**config.mk**
```make
export PLATFORM = sky130hd
export DESIGN_NAME = nego_responder
export DESIGN_NICKNAME = d
export VERILOG_FILES = /design/src/rtl/nego_pkg.sv /design/src/rtl/nego_decide.sv /design/src/rtl/nego_param_store.sv /design/src/rtl/nego_reply_fsm.sv /design/src/rtl/nego_responder.sv
export SDC_FILE = /design/constraint.sdc
export NUM_CORES = 1
export LEC_CHECK = 0
export BUFFER_PORTS_ARGS = -buffer_cell sky130_fd_sc_hd__buf_2
export CORE_MARGIN = 5
export CORE_UTILIZATION = 55
export DETAILED_ROUTE_END_ITERATION = 16
export PLACE_DENSITY = 0.76
export SYNTH_ARGS = -nofsm -noshare
export SYNTH_HDL_FRONTEND = slang
export SYNTH_SLANG_ARGS = --single-unit
```
**constraint.sdc**
```tcl
create_clock -name clk -period 2.9 [get_ports clk]
set_input_delay 0.58 -clock clk [delete_from_list [all_inputs] [get_ports clk]]
set_output_delay 0.58 -clock clk [all_outputs]
set_load 0.02 [all_outputs]
```
**src/rtl/nego_pkg.sv**
```systemverilog
package nego_pkg;

    localparam int BYTE_W = 8;

    localparam logic [BYTE_W-1:0] MSG_EXTENDED  = 8'h01;
    localparam logic [BYTE_W-1:0] EXT_LEN_SYNC  = 8'h03;
    localparam logic [BYTE_W-1:0] EXT_CODE_SYNC = 8'h01;
    localparam logic [BYTE_W-1:0] MSG_REJECT    = 8'h05;
    localparam logic [BYTE_W-1:0] MSG_DEV_RESET = 8'h0C;

    typedef enum logic [2:0] {
        ST_IDLE,
        ST_EXT,
        ST_LEN,
        ST_CODE,
        ST_PER,
        ST_OFF,
        ST_AWAIT
    } nego_state_e;

    typedef struct packed {
        logic [BYTE_W-1:0] period;
        logic [BYTE_W-1:0] offset;
    } xfer_agree_t;

endpackage

```
**src/rtl/nego_decide.sv**
```systemverilog
module nego_decide
    import nego_pkg::*;
#(
    parameter int FAST_PERIOD = 25,
    parameter int SLOW_PERIOD = 50,
    parameter int MAX_OFFSET  = 15
) (
    input  logic [BYTE_W-1:0] req_period,
    input  logic [BYTE_W-1:0] req_offset,
    output xfer_agree_t       agree
);

    localparam logic [BYTE_W-1:0] FAST_B = BYTE_W'(FAST_PERIOD);
    localparam logic [BYTE_W-1:0] SLOW_B = BYTE_W'(SLOW_PERIOD);
    localparam logic [BYTE_W-1:0] OFFS_B = BYTE_W'(MAX_OFFSET);

    logic too_slow;
    logic is_fast;

    always_comb begin
        too_slow = (req_period > SLOW_B);
        is_fast  = (req_period <= FAST_B);
        if (too_slow) begin
            agree.period = '0;
            agree.offset = '0;
        end else begin
            agree.period = is_fast ? FAST_B : SLOW_B;
            agree.offset = (req_offset > OFFS_B) ? OFFS_B : req_offset;
        end
    end

endmodule

```
**src/rtl/nego_param_store.sv**
```systemverilog
module nego_param_store
    import nego_pkg::*;
#(
    parameter int NUM_TGT = 8,
    localparam int TGT_W  = (NUM_TGT > 1) ? $clog2(NUM_TGT) : 1
) (
    input  logic              clk,
    input  logic              rst_n,
    input  logic              clr_all,
    input  logic              wr_en,
    input  logic [TGT_W-1:0]  wr_id,
    input  xfer_agree_t       wr_val,
    input  logic              zap_en,
    input  logic [TGT_W-1:0]  zap_id,
    input  logic [TGT_W-1:0]  rd_id,
    output xfer_agree_t       rd_val
);

    xfer_agree_t slot [NUM_TGT];

    for (genvar g = 0; g < NUM_TGT; g++) begin : g_slot
        always_ff @(posedge clk or negedge rst_n) begin
            if (!rst_n) begin
                slot[g] <= '0;
            end else if (clr_all) begin
                slot[g] <= '0;
            end else if (zap_en && (zap_id == TGT_W'(g))) begin
                slot[g] <= '0;
            end else if (wr_en && (wr_id == TGT_W'(g))) begin
                slot[g] <= wr_val;
            end
        end
    end

    always_comb begin
        rd_val = '0;
        for (int i = 0; i < NUM_TGT; i++) begin
            if (rd_id == TGT_W'(i)) begin
                rd_val = slot[i];
            end
        end
    end

endmodule

```
**src/rtl/nego_reply_fsm.sv**
```systemverilog
module nego_reply_fsm
    import nego_pkg::*;
#(
    parameter int NUM_TGT = 8,
    localparam int TGT_W  = (NUM_TGT > 1) ? $clog2(NUM_TGT) : 1
) (
    input  logic              clk,
    input  logic              rst_n,
    input  logic              clr_all,
    input  logic              req_valid,
    input  logic [TGT_W-1:0]  req_tgt,
    input  xfer_agree_t       agree_in,
    input  logic              rep_ready,
    input  logic              reject,
    input  logic              xfer_end,
    input  logic              atn,
    output logic              rep_valid,
    output logic [BYTE_W-1:0] rep_data,
    output logic              rep_done,
    output logic              pending,
    output logic              cap_en,
    output logic              zap_en,
    output logic [TGT_W-1:0]  held_tgt
);

    nego_state_e state, state_nx;
    xfer_agree_t held_agree;
    logic        done_q;

    // next-state logic
    always_comb begin
        state_nx = state;
        unique case (state)
            ST_IDLE:  if (req_valid) state_nx = ST_EXT;
            ST_EXT:   if (rep_ready) state_nx = ST_LEN;
            ST_LEN:   if (rep_ready) state_nx = ST_CODE;
            ST_CODE:  if (rep_ready) state_nx = ST_PER;
            ST_PER:   if (rep_ready) state_nx = ST_OFF;
            ST_OFF:   if (rep_ready) state_nx = ST_AWAIT;
            ST_AWAIT: begin
                if (reject)                 state_nx = ST_IDLE;
                else if (xfer_end && !atn)  state_nx = ST_IDLE;
            end
            default:  state_nx = ST_IDLE;
        endcase
    end

    // state register
    always_ff @(posedge clk or negedge rst_n) begin
        if (!rst_n)       state <= ST_IDLE;
        else if (clr_all) state <= ST_IDLE;
        else              state <= state_nx;
    end

    // captured reply content and done pulse
    always_ff @(posedge clk or negedge rst_n) begin
        if (!rst_n) begin
            held_agree <= '0;
            held_tgt   <= '0;
            done_q     <= 1'b0;
        end else begin
            if (cap_en) begin
                held_agree <= agree_in;
                held_tgt   <= req_tgt;
            end
            done_q <= (state == ST_OFF) && rep_ready && !clr_all;
        end
    end

    // outputs
    always_comb begin
        rep_valid = 1'b0;
        rep_data  = '0;
        pending   = 1'b0;
        cap_en    = 1'b0;
        zap_en    = 1'b0;
        unique case (state)
            ST_IDLE:  cap_en = req_valid && !clr_all;
            ST_EXT:   begin rep_valid = 1'b1; rep_data = MSG_EXTENDED;      end
            ST_LEN:   begin rep_valid = 1'b1; rep_data = EXT_LEN_SYNC;      end
            ST_CODE:  begin rep_valid = 1'b1; rep_data = EXT_CODE_SYNC;     end
            ST_PER:   begin rep_valid = 1'b1; rep_data = held_agree.period; end
            ST_OFF:   begin rep_valid = 1'b1; rep_data = held_agree.offset; end
            ST_AWAIT: begin
                pending = 1'b1;
                zap_en  = reject && !clr_all;
            end
            default:  ;
        endcase
    end

    assign rep_done = done_q;

endmodule

```
**src/rtl/nego_responder.sv**
```systemverilog
module nego_responder
    import nego_pkg::*;
#(
    parameter int NUM_TGT     = 8,
    parameter int FAST_PERIOD = 25,
    parameter int SLOW_PERIOD = 50,
    parameter int MAX_OFFSET  = 15,
    localparam int TGT_W      = (NUM_TGT > 1) ? $clog2(NUM_TGT) : 1
) (
    input  logic              clk,
    input  logic              rst_n,
    input  logic              bus_rst,
    input  logic [TGT_W-1:0]  tgt_id,
    input  logic              req_valid,
    input  logic [BYTE_W-1:0] req_period,
    input  logic [BYTE_W-1:0] req_offset,
    input  logic              msg_valid,
    input  logic [BYTE_W-1:0] msg_byte,
    input  logic              xfer_end,
    input  logic              atn,
    output logic              rep_valid,
    output logic [BYTE_W-1:0] rep_data,
    input  logic              rep_ready,
    output logic              rep_done,
    output logic              neg_pending,
    output logic [BYTE_W-1:0] sel_period,
    output logic [BYTE_W-1:0] sel_offset
);

    logic        clr_all;
    logic        reject;
    logic        cap_en;
    logic        zap_en;
    logic [TGT_W-1:0] held_tgt;
    xfer_agree_t agree;
    xfer_agree_t rd_val;

    assign clr_all = bus_rst || (msg_valid && (msg_byte == MSG_DEV_RESET));
    assign reject  = msg_valid && (msg_byte == MSG_REJECT);

    nego_decide #(
        .FAST_PERIOD (FAST_PERIOD),
        .SLOW_PERIOD (SLOW_PERIOD),
        .MAX_OFFSET  (MAX_OFFSET)
    ) u_decide (
        .req_period (req_period),
        .req_offset (req_offset),
        .agree      (agree)
    );

    nego_reply_fsm #(
        .NUM_TGT (NUM_TGT)
    ) u_fsm (
        .clk       (clk),
        .rst_n     (rst_n),
        .clr_all   (clr_all),
        .req_valid (req_valid),
        .req_tgt   (tgt_id),
        .agree_in  (agree),
        .rep_ready (rep_ready),
        .reject    (reject),
        .xfer_end  (xfer_end),
        .atn       (atn),
        .rep_valid (rep_valid),
        .rep_data  (rep_data),
        .rep_done  (rep_done),
        .pending   (neg_pending),
        .cap_en    (cap_en),
        .zap_en    (zap_en),
        .held_tgt  (held_tgt)
    );

    nego_param_store #(
        .NUM_TGT (NUM_TGT)
    ) u_store (
        .clk     (clk),
        .rst_n   (rst_n),
        .clr_all (clr_all),
        .wr_en   (cap_en),
        .wr_id   (tgt_id),
        .wr_val  (agree),
        .zap_en  (zap_en),
        .zap_id  (held_tgt),
        .rd_id   (tgt_id),
        .rd_val  (rd_val)
    );

    assign sel_period = rd_val.period;
    assign sel_offset = rd_val.offset;

endmodule

```
; Word level (Yosys, flattened, before mapping)
; Cells that the tools add are included.
[op_classes]
n_eq_ne = 29
n_mux = 50
reduce_logical = 40
magnitude_cmp = 3
[op_table]
columns = op, n
row1 = $mux 16, 33
row2 = $eq 3x3->1 const B, 11
row3 = $pmux 8 s4, 1
row4 = $mux 3, 9
row5 = $reduce_bool 3->1, 8
row6 = $logic_and 1x1->1, 23
row7 = $pmux 3 s7, 1
row8 = $eq 3x2->1 const B, 6
row9 = $ne 3x2->1 const B, 6
row10 = $eq 3x1->1 const B, 3
row11 = $logic_not 3->1, 3
row12 = $eq 8x3->1 const B, 1
row13 = $eq 8x4->1 const B, 1
row14 = $gt 8x4->1 const B, 1
row15 = $gt 8x6->1 const B, 1
row16 = $le 8x5->1 const B, 1
row17 = $mux 8, 1
row18 = $reduce_and 7->1, 1
row19 = $mux 6, 1
row20 = $reduce_or 5->1, 1
row21 = $mux 1, 4
row22 = $ne 4x1->1 const B, 1
row23 = $logic_not 1->1, 2
row24 = $reduce_or 2->1, 1
row25 = $logic_or 1x1->1, 1
[word_totals]
output_inout_bits = 27
register_bits = 151

; Longest topological paths before layout
[depth]
ltp_word = 10
depth_mapped = 8
ltp_nobuf = 4

; Hierarchy
; Synthesis repeated with hierarchy kept, for this count alone.
[hier_totals]
hier_cells = 893
hier_area_um2 = 8159.1
[by_module_without_submodules]
columns = mod, cells_each, area_each_um2, instances, seq_area_each_um2
row1 = nego_param_store, 760, 6678.9, 1, 3203.1
row2 = nego_reply_fsm, 98, 1229.9, 1, 575.6
row3 = nego_decide, 29, 188.9, 1, 0.0
row4 = nego_responder, 6, 61.3, 1, 0.0

; Worst setup path before layout
; No wires, ideal clock.
[synth_path]
kind = input to output
start = input port tgt_id[2]
end = output port sel_period[3]
n_path_buf = 2
cell_stages = 6
arrival_ns = 1.978
setup_slack_ns = 0.342
path_cell_list = buf_1 mux2_2 a221oi_1 o22ai_1 o221a_2 buf_4
[synth_via]
elab_chain_cells = 9
word_cells_on_any_way = 16
classes_between = eq/ne (7) / mux (8) / reduce/logical (1)
[synth_rtl]
columns = element, line
row1 = "start, declared", nego_responder.sv:13  ; input logic [TGT_W-1:0] tgt_id,
row2 = $logic_not 3->1, nego_param_store.sv:38  ; if (rd_id == TGT_W'(i)) begin
row3 = $mux 16 (7 in series), nego_param_store.sv:38
row4 = $mux 16 (*), nego_param_store.sv:38
row5 = "end, declared", nego_responder.sv:26  ; output logic [BYTE_W-1:0] sel_period,
; Every way passes the cells marked *; elsewhere a longest branch is shown, timed or not.

; Worst setup path in the final report
[layout_path]
start = input port tgt_id[0]
end = output port sel_period[0]
; The elaborated chain is that of the path after synthesis.

==> summary.md <==
| Metric | Value |
|---|---|
| Status | `completed` |
| 1st-iter DRT viols | `352` |
| Flip-flop and latch area | `0.00265 mm2` |
| Max-slew headroom | `43.8%` |
| Vias/cell | `6.44` |
| CTS Root Cell | `clkbuf_8` |
| Final nets | `596` |
| Reg clk slew, reported paths | `0.10 ns` |
| Initial antenna violation count | `0` |
| Top cells by area, synth | `dfrtp_1 50%, o22ai_1 7.4%, nand3_1 5.8%` |
| DRT Wirelength | `between 10 and 15 mm` |
| Setup violations, final | `0` |
| Max FO, Critical Path | `20` |
| Period utilization | `92.4%` |
| Layout Utilization | `61.6%` |
| H-tree levels | `3` |
| Slowest CP cell | `nand3b_1` |
| Min cycle time layout | `2.68 ns` |
| Worst path required time | `~2.3 ns` |
| Max-cap violations | `0` |
| Sequential share of power | `55.4%` |
| Internal Pwr Total | `2020 uW` |
| Worst skew pair latency | `0.38 ns` |
| Vias in the first global route | `between 4000 and 5000` |
| PwrDens | `486 mW/mm2` |
| Port bufs | `just under 60` |
| Max Slew Vio Count | `0` |
| First-pass GRT wire length | `around 22 mm` |
| Final Hold Fails | `0` |
| FP Rows | `36` |
| WL/cell | `19.8 um` |
| RSZ-0062 raised after global routing | `false` |
| Layout cell share with drive strength beyond 1 | `~26%` |
| Core Area | `0.00964 mm2` |
| Vias | `between 4000 and 5000` |
| Initial Util | `55.5%` |
| Synth top area share | `between 40 and 50%` |
| Die height | `109 um` |
| Prevailing post-synth register cell | `dfrtp_1` |
| Num Clock Sinks | `106` |
| Post-synthesis sequential area ratio | `49.6%` |
| Synth Cell Area | `0.00535 mm2` |
| Area of the multi-input gates | `0.00249 mm2` |
| Synth cell types | `57` |
| Max VDD drop | `337 uV` |
| Area Growth Syn to Fin | `11.1%` |
| Die area | `around 0.012 mm2` |
| Post-CTS setup buffer count | `0` |
| Detailed placement HPWL | `slightly below 10 mm` |
| Psw | `864 uW` |
| Clk pwr share | `a little under 30%` |
| Antenna-violating nets left | `0` |
| CTS resizes | `0` |
| Hold-fix buffer count after cts | `0` |
| Sw Ratio | `29.9%` |
| Gr usage total | `around a quarter` |
| Most frequent CP cell | `buf_2` |
| Placer congestion estimate | `roughly 0.85` |
| Warnings from Yosys | `0` |
| CP cell instances | `buf_2 > buf_4 > nand3b_1 > o221a_2 > buf_2` |
| Setup TNS | `0 ns` |
| ANT cells | `0` |
| CTS tree | `built` |
| Num CTS Buffers | `9` |
| Chip width | `109 um` |
| Number of remaining DRC errors | `0` |
| Pin count of the biggest net entering global routing | `65` |
| F_max | `373 MHz` |
| Fill cell count | `about 810` |
| Lkg Pwr | `0.00260 uW` |
| Cell taking the most area after synthesis | `dfrtp_1` |
| Clock Path Buffers | `2` |
| I/O pin count | `between 60 and 70` |
| Crit path DAT | `2.10 ns` |
| CP Class | `input pin to primary output` |
| Mapped Avg Cell Area | `roughly 10 um2` |
| Synth Instances | `517` |
| Comb power frac | `15.5%` |
| Startpoint Class | `input pin` |
| Post-synth EDFFs | `0` |
| FF+latch count, synth | `around 110` |
| DR pass1 iterations | `5` |
| Synth async-reset ratio | `between 90% and 100%` |
| Crit path largest cell delay | `roughly 0.41 ns` |
| GR Overflow Total | `0` |
| Slew @ Worst Pin | `~0.84 ns` |
| Layout Skew | `~0.017 ns` |
| Crit. End Element | `primary output` |
| Hold Crit Class | `input pin to async pin` |
==> routing by layer <==
metal	global-route usage (%)	routed length [um]	up-vias
met5	0	0	-
met1	31.6	5400	2234
met3	5.67	1030	38
met4	8.48	362	0
li1	-	-	2008
met2	41.3	7050	224
==> metrics by stage <==
stage | worst slack, ns | hold WS (ns) | total power, uW | cell area, um2 | cells
6_report | 0.222 | 0.301 | 2890 | 5940 | 699
4_1_cts | 0.263 | 0.305 | 2900 | 5940 | 699
3_3_place_gp | 0.314 | 0.461 | 2050 | 5770 | 683
3_5_place_dp | 0.270 | 0.476 | 2070 | 5770 | 683
2_1_floorplan | 0.342 | 0.284 | 1910 | 5350 | 519
5_1_grt | 0.105 | 0.338 | 3010 | 5940 | 699
==> cell usage in the layout, fill, tap and decap left out, types with 4 or more instances in the layout <==
cell / count
nand3_1: 62
inv_1: 4
buf_2: 57
a22oi_1: 7
mux2_2: 14
nand2_1: 42
a21bo_2: 4
mux4_2: 8
nand2b_1: 7
nand3_2: 4
a221oi_1: 7
buf_4: 19
a21oi_1: 10
clkbuf_8: 10
o21ai_0: 12
nor2_1: 41
and2_1: 11
o221a_2: 7
nor3_2: 4
o22ai_1: 63
nor4_4: 4
dfrtp_1: 106
==> layout make-up <==
| cell class | count | area share (%) |
|---|---|---|
| inverter | 4 | 0.253 |
| tap | 133 | 2.80 |
| clock inverter | 4 | 0.463 |
| multi-input combinational | 363 | 41.8 |
| sequential | 106 | 44.7 |
| clock buffer | 12 | 2.44 |
| timing repair buffer | 77 | 7.54 |
==> power groups by stage <==
stage / Sequential, uW / Clock (uW) / Combinational, uW
after floorplan: 1590 / 0 / 321
after global placement: 1620 / 0 / 430
after detailed placement: 1630 / 0 / 443
after CTS: 1600 / 856 / 445
after global routing: 1610 / 915 / 490
final: 1600 / 841 / 446
==> worst max-delay path, delay by kind of cell <==
kind	cells	cell delay [ns]
simple gates	1	0.41
compound gates	1	0.29
buf+inv	3	0.82
==> sequential cells by signal (all words and copies together), names as in the netlist <==
| signal | cells |
|---|---|
| u_fsm.rep_done | 1 |
| u_fsm.held_tgt | 3 |
| u_store.slot | 88 |
| u_fsm.held_agree | 11 |
| u_fsm.state | 3 |
==> cells by family (layout without fill, tap and decap cells) <==
| family | Yosys count | after routing | share of synthesized area (%) |
|---|---|---|---|
| mux | 25 | 25 | 6.88 |
| flops | 106 | 106 | 49.6 |
| simple gates | 210 | 210 | 22.9 |
| other cells | 1 | 3 | 0.0701 |
| compound gates | 125 | 125 | 16.1 |
| buf+inv | 50 | 97 | 4.38 |
==> cells in the mapped netlist, types with 3 or more instances <==
library cell / instances
o21ai_0: 12
a21bo_2: 4
buf_2: 7
nand3b_1: 3
a211oi_1: 3
o22ai_1: 63
clkbuf_1: 26
nand2b_1: 7
nor3_2: 4
dfrtp_1: 106
mux2i_1: 3
inv_1: 4
nand3_2: 4
nor4_4: 4
nor2_1: 41
o221a_2: 7
mux4_2: 8
and3_1: 3
and2_1: 11
nand2_1: 42
buf_1: 4
buf_4: 8
a221oi_1: 7
nand3_1: 62
mux2_2: 14
a22oi_1: 7
a21oi_1: 10
==> worst paths after layout <==
path / from / slack (ns) / cells after the start / endpoint
min in group clk: u_store.slot[22] / 0.50 / 2 / u_store.slot[22]
max in group asynchronous: rst_n / 1.86 / 2 / u_store.slot[49]
worst max-delay path: tgt_id[0] / 0.22 / 5 / sel_period[0]
worst min-delay path: rst_n / 0.30 / 1 / u_fsm.held_agree[4]
worst min register to register: u_store.slot[22] / 0.50 / 2 / u_store.slot[22]
worst max register to register: u_fsm.state[0] / 0.52 / 5 / u_store.slot[16]
(Power assumes the default switching activity.)
